==> src/rtl/pkt_rx_fifo_pkg.sv <==
package pkt_rx_fifo_pkg;

   typedef enum logic {
      PAUSE_OFF = 1'b0,
      PAUSE_ON  = 1'b1
   } pause_state_e;

   function automatic bit is_pow2(input int v);
      return (v > 1) && ((v & (v - 1)) == 0);
   endfunction

endpackage

==> src/rtl/pkt_rx_fifo_store.sv <==
module pkt_rx_fifo_store
   import pkt_rx_fifo_pkg::*;
#(
   parameter int WORD_W = 34,
   parameter int DEPTH  = 16,
   localparam int ADDR_W = $clog2(DEPTH),
   localparam int CNT_W  = ADDR_W + 1
) (
   input  logic              clk,
   input  logic              rst_n,
   input  logic              wr_valid,
   input  logic [WORD_W-1:0] wr_word,
   input  logic              rd_en,
   output logic              wr_acc,
   output logic              rd_acc,
   output logic              head_eop,
   output logic              full,
   output logic [WORD_W-1:0] rd_word,
   output logic              rd_valid,
   output logic [CNT_W-1:0]  count,
   output logic [CNT_W-1:0]  count_nxt
);

   localparam logic [CNT_W-1:0] FULL_LVL = CNT_W'(DEPTH);

   if (!is_pow2(DEPTH)) begin : g_bad_depth
      $error("pkt_rx_fifo_store: DEPTH must be a power of two >= 2");
   end
   if (WORD_W < 3) begin : g_bad_width
      $error("pkt_rx_fifo_store: WORD_W too small");
   end

   logic [WORD_W-1:0] mem [DEPTH];
   logic [ADDR_W-1:0] wptr, rptr;
   logic              empty;

   assign empty    = (count == '0);
   assign full     = (count == FULL_LVL);
   assign wr_acc   = wr_valid & ~full;
   assign rd_acc   = rd_en & ~empty;
   assign head_eop = mem[rptr][WORD_W-2];
   assign count_nxt = count + CNT_W'(wr_acc) - CNT_W'(rd_acc);

   for (genvar i = 0; i < DEPTH; i++) begin : g_entry
      always_ff @(posedge clk) begin
         if (wr_acc && (wptr == ADDR_W'(i))) begin
            mem[i] <= wr_word;
         end
      end
   end

   always_ff @(posedge clk or negedge rst_n) begin
      if (!rst_n) begin
         wptr     <= '0;
         rptr     <= '0;
         count    <= '0;
         rd_word  <= '0;
         rd_valid <= 1'b0;
      end else begin
         count    <= count_nxt;
         rd_valid <= rd_acc;
         if (wr_acc) wptr <= wptr + 1'b1;
         if (rd_acc) begin
            rptr    <= rptr + 1'b1;
            rd_word <= mem[rptr];
         end
      end
   end

   assert_no_underflow_R3: assert property (@(posedge clk) disable iff (!rst_n)
      (rd_en && count == '0) |=> !rd_valid);
   assert_empty_read_hold_R3: assert property (@(posedge clk) disable iff (!rst_n)
      (rd_en && !wr_valid && count == '0) |=> (count == '0));
   assert_count_bound_R4: assert property (@(posedge clk) disable iff (!rst_n)
      count <= FULL_LVL);
   assert_full_drop_R4: assert property (@(posedge clk) disable iff (!rst_n)
      (wr_valid && !rd_en && count == FULL_LVL) |=> (count == FULL_LVL));
   assert_rw_hold_R5: assert property (@(posedge clk) disable iff (!rst_n)
      (wr_valid && rd_en && count != '0 && count != FULL_LVL) |=> $stable(count));
   assert_rd_valid_src_R2: assert property (@(posedge clk) disable iff (!rst_n)
      rd_valid |-> $past(rd_en));

endmodule

==> src/rtl/pkt_rx_fifo_eopcnt.sv <==
module pkt_rx_fifo_eopcnt #(
   parameter int CNT_W = 5
) (
   input  logic clk,
   input  logic rst_n,
   input  logic inc,
   input  logic dec,
   output logic pkt_avail
);

   logic [CNT_W-1:0] eop_cnt;

   always_ff @(posedge clk or negedge rst_n) begin
      if (!rst_n) begin
         eop_cnt <= '0;
      end else begin
         unique case ({inc, dec})
            2'b10:   eop_cnt <= eop_cnt + 1'b1;
            2'b01:   eop_cnt <= eop_cnt - 1'b1;
            default: eop_cnt <= eop_cnt;
         endcase
      end
   end

   assign pkt_avail = (eop_cnt != '0);

   assert_eop_no_wrap_R7: assert property (@(posedge clk) disable iff (!rst_n)
      (dec && !inc) |-> pkt_avail);
   assert_eop_pair_hold_R7: assert property (@(posedge clk) disable iff (!rst_n)
      (inc && dec) |=> $stable(eop_cnt));

endmodule

==> src/rtl/pkt_rx_fifo_flags.sv <==
module pkt_rx_fifo_flags
   import pkt_rx_fifo_pkg::*;
#(
   parameter int CNT_W = 5
) (
   input  logic             clk,
   input  logic             rst_n,
   input  logic [CNT_W-1:0] count,
   input  logic [CNT_W-1:0] count_nxt,
   input  logic [CNT_W-1:0] lo_thresh,
   input  logic [CNT_W-1:0] hi_thresh,
   output logic             data_avail,
   output logic             pause_req
);

   pause_state_e state_q, state_d;

   assign data_avail = (count > lo_thresh);

   always_comb begin
      state_d = state_q;
      if (count_nxt > hi_thresh) begin
         state_d = PAUSE_ON;
      end else if (count_nxt <= lo_thresh) begin
         state_d = PAUSE_OFF;
      end
   end

   always_ff @(posedge clk or negedge rst_n) begin
      if (!rst_n) state_q <= PAUSE_OFF;
      else        state_q <= state_d;
   end

   assign pause_req = (state_q == PAUSE_ON);

   assert_pause_rise_R8: assert property (@(posedge clk) disable iff (!rst_n)
      $rose(pause_req) |-> (count > $past(hi_thresh)));
   assert_pause_fall_R9: assert property (@(posedge clk) disable iff (!rst_n)
      $fell(pause_req) |-> (count <= $past(lo_thresh)));

endmodule

==> src/rtl/pkt_rx_fifo.sv <==
module pkt_rx_fifo
   import pkt_rx_fifo_pkg::*;
#(
   parameter int DATA_W = 32,
   parameter int DEPTH  = 16,
   localparam int ADDR_W = $clog2(DEPTH),
   localparam int CNT_W  = ADDR_W + 1,
   localparam int WORD_W = DATA_W + 2
) (
   input  logic              clk,
   input  logic              rst_n,
   input  logic [CNT_W-1:0]  cfg_lo_thresh,
   input  logic [CNT_W-1:0]  cfg_hi_thresh,
   input  logic              wr_valid,
   input  logic [DATA_W-1:0] wr_data,
   input  logic              wr_sop,
   input  logic              wr_eop,
   input  logic              rd_en,
   output logic              rd_valid,
   output logic [DATA_W-1:0] rd_data,
   output logic              rd_sop,
   output logic              rd_eop,
   output logic              data_avail,
   output logic              pkt_avail,
   output logic              pause_req,
   output logic              overflow
);

   if (DATA_W < 1) begin : g_bad_data
      $error("pkt_rx_fifo: DATA_W must be at least 1");
   end

   logic              wr_acc, rd_acc, head_eop, full;
   logic [WORD_W-1:0] rd_word;
   logic [CNT_W-1:0]  count, count_nxt;

   pkt_rx_fifo_store #(.WORD_W(WORD_W), .DEPTH(DEPTH)) u_store (
      .clk       (clk),
      .rst_n     (rst_n),
      .wr_valid  (wr_valid),
      .wr_word   ({wr_sop, wr_eop, wr_data}),
      .rd_en     (rd_en),
      .wr_acc    (wr_acc),
      .rd_acc    (rd_acc),
      .head_eop  (head_eop),
      .full      (full),
      .rd_word   (rd_word),
      .rd_valid  (rd_valid),
      .count     (count),
      .count_nxt (count_nxt)
   );

   assign rd_sop  = rd_word[WORD_W-1];
   assign rd_eop  = rd_word[WORD_W-2];
   assign rd_data = rd_word[DATA_W-1:0];

   pkt_rx_fifo_eopcnt #(.CNT_W(CNT_W)) u_eopcnt (
      .clk       (clk),
      .rst_n     (rst_n),
      .inc       (wr_acc & wr_eop),
      .dec       (rd_acc & head_eop),
      .pkt_avail (pkt_avail)
   );

   pkt_rx_fifo_flags #(.CNT_W(CNT_W)) u_flags (
      .clk        (clk),
      .rst_n      (rst_n),
      .count      (count),
      .count_nxt  (count_nxt),
      .lo_thresh  (cfg_lo_thresh),
      .hi_thresh  (cfg_hi_thresh),
      .data_avail (data_avail),
      .pause_req  (pause_req)
   );

   always_ff @(posedge clk or negedge rst_n) begin
      if (!rst_n)                overflow <= 1'b0;
      else if (wr_valid && full) overflow <= 1'b1;
   end

   assert_ovf_sticky_R4: assert property (@(posedge clk) disable iff (!rst_n)
      overflow |=> overflow);
   assert_pkt_needs_data_R7: assert property (@(posedge clk) disable iff (!rst_n)
      pkt_avail |-> (count != '0));

endmodule

==> config.mk <==
export PLATFORM = sky130hd
export DESIGN_NAME = pkt_rx_fifo
export DESIGN_NICKNAME = d
export VERILOG_FILES = /design/src/rtl/pkt_rx_fifo_pkg.sv /design/src/rtl/pkt_rx_fifo_store.sv /design/src/rtl/pkt_rx_fifo_eopcnt.sv /design/src/rtl/pkt_rx_fifo_flags.sv /design/src/rtl/pkt_rx_fifo.sv
export SDC_FILE = /design/constraint.sdc
export NUM_CORES = 1
export LEC_CHECK = 0
export BUFFER_PORTS_ARGS = -buffer_cell sky130_fd_sc_hd__buf_2
export CORE_MARGIN = 5
export CORE_UTILIZATION = 45
export CTS_CLUSTER_DIAMETER = 120
export DETAILED_ROUTE_END_ITERATION = 8
export MAX_ROUTING_LAYER = met4
export PLACE_DENSITY = 0.62
export SLEW_MARGIN = 25
export SYNTH_ARGS = -nofsm -noshare
export SYNTH_HDL_FRONTEND = slang
export SYNTH_SLANG_ARGS = --single-unit
export TNS_END_PERCENT = 30
==> constraint.sdc <==
create_clock -name clk -period 9.6 [get_ports clk]
set_input_delay 0.48 -clock clk [delete_from_list [all_inputs] [get_ports clk]]
set_output_delay 0.48 -clock clk [all_outputs]
set_load 0.03 [all_outputs]
# Word-level counts from Yosys, hierarchy flattened
# Memories as Yosys holds them, arrays and structs flattened.
# Index checks and enable logic that the tools add are counted.
[totals]
input_bits = 48
regBits = 55
output_inout_bits = 39
mem_bits_rw = 544
n_memories = 1
[memory_table]
columns = ["name", "depth", "width", "rd", "rd_ports_with_merged_regs", "write_ports", "line_no", "text"]
rows = [
  ["u_store.mem", 16, 34, 1, 0, 1, "pkt_rx_fifo_store.sv:33", "logic [WORD_W-1:0] mem [DEPTH];"],
]
[op_classes]
muxes = 80
n_lt_le_gt_ge = 3
n_addsub = 6
bitwise_logic = 6
n_reduce_logical = 37
n_eq_ne = 18
[ops]
columns = ["op", "count"]
rows = [
  ["two-way mux 34 bit", 15],
  ["OR reduction 34 bit", 15],
  ["two-way mux 4 bit", 15],
  ["two-way mux 1 bit", 49],
  ["equality test 4 bit (second input constant)", 8],
  ["logical AND 1 bit", 17],
  ["equality test 4 x 3 -> 1 bit (second input constant)", 4],
  ["greater-than comparator 5 bit", 2],
  ["one-hot mux 5 bit (2 select lines)", 1],
  ["adder 4 x 1 -> 4 bit (second input constant)", 2],
  ["equality test 4 x 2 -> 1 bit (second input constant)", 2],
  ["adder 5 x 1 -> 5 bit", 1],
  ["adder 5 x 1 -> 5 bit (second input constant)", 1],
  ["equality test 5 bit (second input constant)", 1],
  ["less-or-equal comparator 5 bit", 1],
  ["zero test 5 bit", 1],
  ["nonzero test 5 bit", 1],
  ["subtractor 5 x 1 -> 5 bit", 1],
  ["subtractor 5 x 1 -> 5 bit (second input constant)", 1],
  ["bitwise AND 1 bit", 4],
  ["equality test 4 x 1 -> 1 bit (second input constant)", 1],
  ["zero test 4 bit", 1],
  ["nonzero test 2 bit", 2],
  ["equality test 2 x 1 -> 1 bit (second input constant)", 1],
  ["2 further kinds", 3],
]

# Depth between registers and ports, before layout
[depth]
depth_word = 22
mapped_depth = 20
mapped_depth_nobuf = 19

# Cells and area by module
# Synthesis repeated with hierarchy kept, for this count alone.
[unflattened]
cells_unflattened = 1098
area_unflattened_um2 = 23299.8
[by_module_without_submodules]
columns = ["mod", "instances", "area_per_inst_um2", "cells_each", "seq_area_each_um2"]
rows = [
  ["pkt_rx_fifo_store", 1, 22439.0, 998, 17536.8],
  ["pkt_rx_fifo_eopcnt", 1, 426.7, 45, 125.1],
  ["pkt_rx_fifo_flags", 1, 389.1, 51, 25.0],
  ["pkt_rx_fifo", 1, 45.0, 4, 25.0],
]

# Least setup slack after synthesis
# Ideal clock, no wire load.
[synth_path]
path_type = "reg2reg"
startpoint = "register u_store.count[2]"
endpoint = "memory u_store.mem[1][0], enable pin"
required_time_ns = 9.090
path_stages_with_launch = 8
path_slack_ns = 4.694
setup_ns = 0.510
arrival_time_ns = 4.395
n_path_buf = 1
cell_sequence = "dfrtp_1 -> inv_1 -> ha_1 -> and4_1 -> nor2b_1 -> buf_2 -> inv_2 -> nor4_1"
[synth_via]
elab_chain_cells = 22
[synth_rtl]
columns = ["item", "line_no", "text"]
rows = [
  ["start, declared", "pkt_rx_fifo_store.sv:20", "output logic [CNT_W-1:0] count,"],
  ["start signal, assigned", "pkt_rx_fifo_store.sv:60", "count <= count_nxt;"],
  ["equality test 5 bit *", "pkt_rx_fifo_store.sv:38", "assign full = (count == FULL_LVL);"],
  ["inverter 1 bit *", "pkt_rx_fifo_store.sv:39", "assign wr_acc = wr_valid & ~full;"],
  ["bitwise AND 1 bit *", "pkt_rx_fifo_store.sv:39", ""],
  ["logical AND 1 bit", "pkt_rx_fifo_store.sv:46", "if (wr_acc && (wptr == ADDR_W'(i))) begin"],
  ["two-way mux 1 bit", "pkt_rx_fifo_store.sv:46", ""],
  ["two-way mux 1 bit (not written as such)", "pkt_rx_fifo_store.sv:47", "mem[i] <= wr_word;"],
  ["OR reduction 34 bit (no line)", "--", ""],
  ["two-way mux 4 bit (no line) or two-way mux 1 bit (tied branches) (15 in series)", "--", ""],
  ["end, declared", "pkt_rx_fifo_store.sv:33", ""],
]
# Every way passes the cells marked *; elsewhere a longest branch is shown, timed or not.

# Final worst setup path
[layout_path]
startpoint = "register u_store.count[2]"
endpoint = "register u_flags.state_q, in the netlist u_flags.pause_req"
[layout_via]
elab_chain_cells = 7
[layout_rtl]
columns = ["item", "line_no", "text"]
rows = [
  ["equality test 5 bit", "pkt_rx_fifo_store.sv:38", ""],
  ["inverter 1 bit", "pkt_rx_fifo_store.sv:39", ""],
  ["bitwise AND 1 bit", "pkt_rx_fifo_store.sv:39", ""],
  ["adder 5 x 1 -> 5 bit", "pkt_rx_fifo_store.sv:42", "assign count_nxt = count + CNT_W'(wr_acc) - CNT_W'(rd_acc);"],
  ["subtractor 5 x 1 -> 5 bit *", "pkt_rx_fifo_store.sv:42", ""],
  ["net count_nxt[4]", "pkt_rx_fifo.sv:35", "logic [CNT_W-1:0] count, count_nxt;"],
  ["greater-than comparator 5 bit or less-or-equal comparator 5 bit (tied branches)", "pkt_rx_fifo_flags.sv:22, pkt_rx_fifo_flags.sv:24", ""],
  ["two-way mux 1 bit or nonzero test 2 bit (tied branches)", "--", ""],
  ["end signal, assigned", "pkt_rx_fifo_flags.sv:31", "else state_q <= state_d;"],
  ["end, declared", "pkt_rx_fifo_flags.sv:16", "pause_state_e state_q, state_d;"],
]
# The timed path passes the listed nets; every way through them passes the cells marked *.
# A chain may end at the register's enable or synchronous reset.

==> impl_metrics.env <==
export IMPL_synth_area_per_cell_um2=21.4
export IMPL_clk_pin_slew_ps=60
export IMPL_die_width_um=238
export IMPL_area_growth_pct=13.6
export IMPL_tns_ps=0
export IMPL_hold_class="primary input to flip-flop"
export IMPL_critPathCaptureType="flip-flop"
export IMPL_clock_fmax_mhz=240
export IMPL_nNetsFinal=1286
export IMPL_synth_edf_count=544
export IMPL_firstDrtPassIters=5
export IMPL_synth_compound_area_share_pct=3.97
export IMPL_drc=0
export IMPL_worst_setup_path_start_kind="flip-flop"
export IMPL_slowest_stage="nor2b_1"
export IMPL_nFillCells=4040
export IMPL_async_flop_share_pct=9.18
export IMPL_synth_mux_area_share_pct=14.8
export IMPL_synth_fp_nets=1171
export IMPL_synth_common_cells="edfxtp_1 (544), mux4_2 (135), dfrtp_1 (55)"
export IMPL_max_stage_delay_ps=570
export IMPL_routabilityCongestion=0.728
export IMPL_cts_buffer_depth=3
export IMPL_die_y_um=238
export IMPL_seq_area_frac_synth_pct=75.8
export IMPL_core_area_mm2=0.0514
export IMPL_drv_slew=0
export IMPL_hold_ws_ps=101
export IMPL_seqPwrFrac_pct=42.6
export IMPL_fin_area_mm2=0.0265
export IMPL_hold_viol=0
export IMPL_initial_core_util_pct=45.5
export IMPL_cts_htree_levels=2
export IMPL_grt_pass1_wl_um=74100
export IMPL_grt_pass1_vias=11700
export IMPL_row_count=83
export IMPL_clock_latency_ps=620
export IMPL_io_pins=87
export IMPL_drt_iter0_drc=794
export IMPL_crit_family="adder cells"
export IMPL_path_cells="inv_1 -> ha_1 -> and4_1 -> nor2b_1 -> inv_2 -> ha_1 -> inv_1 -> ha_1 -> inv_1 -> fa_1 -> inv_1 -> a21oi_1 -> nor2_1 -> nor2_1 -> xnor2_1 -> ha_1 -> a21oi_1 -> o21ai_0 -> a32o_1"
export IMPL_dp_hpwl_um=24600
export IMPL_fin_util_pct=51.6
export IMPL_tightest_slew_ps=1000
export IMPL_root_buffer="clkbuf_16"
export IMPL_p_leak_nw=8.73
export IMPL_synth_simple_area_share_pct=1.20
export IMPL_fin_skew_ps=14.2
export IMPL_dieArea_mm2=0.0566
export IMPL_dpl_cell_area_mm2=0.0246
export IMPL_finalCriticalPeriod_ps=4160
export IMPL_p_switching_mw=2.48
export IMPL_arrival_ps=4650
export IMPL_relSlewSlack_pct=33.0
export IMPL_yosys_most_used_dff="edfxtp_1"
export IMPL_yosys_area_top_type="edfxtp_1"
export IMPL_synth_cell_types=42
export IMPL_cts_sinks=599
export IMPL_postSynthCellCount=1091
export IMPL_status="complete, no violations"
export IMPL_yosysMostFrequentCell="edfxtp_1"
export IMPL_via_count=10900
export IMPL_worstPathRequired_ps=10090
export IMPL_overflow=0
export IMPL_ant_nets=0
export IMPL_syn_area_mm2=0.0234
export IMPL_wirelength_um=48600
export IMPL_grt_usage_pct=17.9
export IMPL_setup_violations=0
export IMPL_postCtsSetupBuffers=0
export IMPL_crit_buf_inv=5
export IMPL_power_density_mw_per_mm2=303
export IMPL_holdBufCountCts=0
export IMPL_vias_per_cell=5.64
export IMPL_total_power_mw=8.05
export IMPL_grt_max_degree=110
export IMPL_seq_area_mm2=0.0177
export IMPL_port_buffers=86
export IMPL_post_route_period_util_pct=43.4
export IMPL_synth_warnings=0
export IMPL_critPathMaxFanout=9
export IMPL_synth_fa_ha_area_share_pct=1.78
export IMPL_vdd_drop_max_mv=0.226
export IMPL_p_sw_share_pct=30.8
export IMPL_p_comb_share_pct=29.8
export IMPL_synth_top_area_share_pct=69.9
export IMPL_power_frac_clock_pct=27.6
export IMPL_cts_resized=0
export IMPL_synth_top_family_by_area="multiplexers"
export IMPL_ys_seq_elements=599
export IMPL_synth_area_top_cells="edfxtp_1 (70%), mux4_2 (13%), dfrtp_1 (5.9%)"
export IMPL_cts_made_buffers=59
export IMPL_wl_per_cell_um=25.1
export IMPL_synth_xor_area_share_pct=0.525
export IMPL_cap_violations=0
export IMPL_rsz0062_at_grt="no"
export IMPL_critPathKind="flip-flop to flip-flop"
export IMPL_cts_tree="built"
export IMPL_power_internal_mw=5.57
export IMPL_antenna_found_initial=2
export IMPL_multi_input_area_mm2=0.00531
export IMPL_drive_above_1_share_pct=33.2
power by group through the flow:
| stage | combinational [mW] | sequential, mW | clock, mW |
|---|---|---|---|
| detailed placement | 2.44 | 3.48 | 0 |
| global route | 2.63 | 3.46 | 2.39 |
| finish | 2.40 | 3.42 | 2.22 |
| global placement | 2.41 | 3.47 | 0 |
| floorplan | 1.76 | 3.51 | 0 |
| CTS | 2.45 | 3.43 | 2.27 |
layout make-up:
cell class | count | area share (%)
sequential | 599 | 66.8
clock buffer | 84 | 6.37
inverter | 33 | 0.467
tap | 680 | 3.21
antenna | 2 | 0.0189
timing repair buffer | 112 | 2.45
multi-input combinational | 401 | 20.0
clock inverter | 27 | 0.726
routing by layer:
metal	vias to the layer above	track usage [%]	routed length, µm
met1	5849	24.5	21400
met3	68	2.80	2240
met2	254	28.9	24200
li1	4751	-	-
met5	-	-	0
met4	0	4.30	827
kinds of logic after synthesis:
family | Yosys count
AND/OR/NAND/NOR | 55
flip-flops | 599
AO/OA/AOI/OAI | 128
multiplexers | 172
adder cells (fa/ha/maj) | 32
buffers and inverters | 91
XOR/XNOR | 14
flip-flops by register name (all words and copies together) (netlist names):
signal,cells
u_eopcnt.eop_cnt,5
u_store.count,5
overflow,1
u_store.rptr,4
u_store.rd_valid,1
u_store.wptr,4
u_flags.pause_req,1
u_store.rd_word,34
u_store.mem,544
stage by stage:
step / instances / worst slack (ps)
global route: 1938 / 5080
floorplan: 1091 / 4690
global placement: 1824 / 5610
CTS: 1935 / 5430
finish: 1938 / 5440
detailed placement: 1824 / 5450
path summary, 6_finish.rpt:
kind,slack (ps),endpoint,depth (start not counted),from
max in group asynchronous,8560,u_store.rptr[1],2,rst_n
worst max-delay path,5440,u_flags.pause_req,19,u_store.count[2]
worst min register to register,480,u_eopcnt.eop_cnt[4],1,u_eopcnt.eop_cnt[4]
worst max register to register,5440,u_flags.pause_req,19,u_store.count[2]
worst min-delay path,100,overflow,2,wr_valid
min in group asynchronous,470,u_store.rd_word[24],2,rst_n
cell usage in the layout, fill, tap and decap left out, types with 3 or more instances in the layout:
cell type,netlist,final
nand3_1,6,6
xnor2_1,9,9
inv_1,31,31
xor2_1,5,5
dfrtp_4,0,3
a21o_1,5,5
buf_2,31,85
o22ai_1,39,39
mux2_2,34,34
nor2b_1,4,4
o21ai_0,8,8
a21oi_1,41,41
clkbuf_8,0,10
clkbuf_1,16,14
o22ai_2,28,28
clkinv_2,0,7
nor3_2,0,4
and2_2,0,4
buf_4,2,23
nor2_4,0,4
nor2_1,9,5
dfrtp_1,55,52
nor4_2,0,4
mux2i_1,3,3
ha_1,30,30
edfxtp_1,544,544
clkinv_1,0,13
mux4_2,135,135
nand2_1,14,13
clkbuf_16,0,60
(Power assumes the default switching activity.)
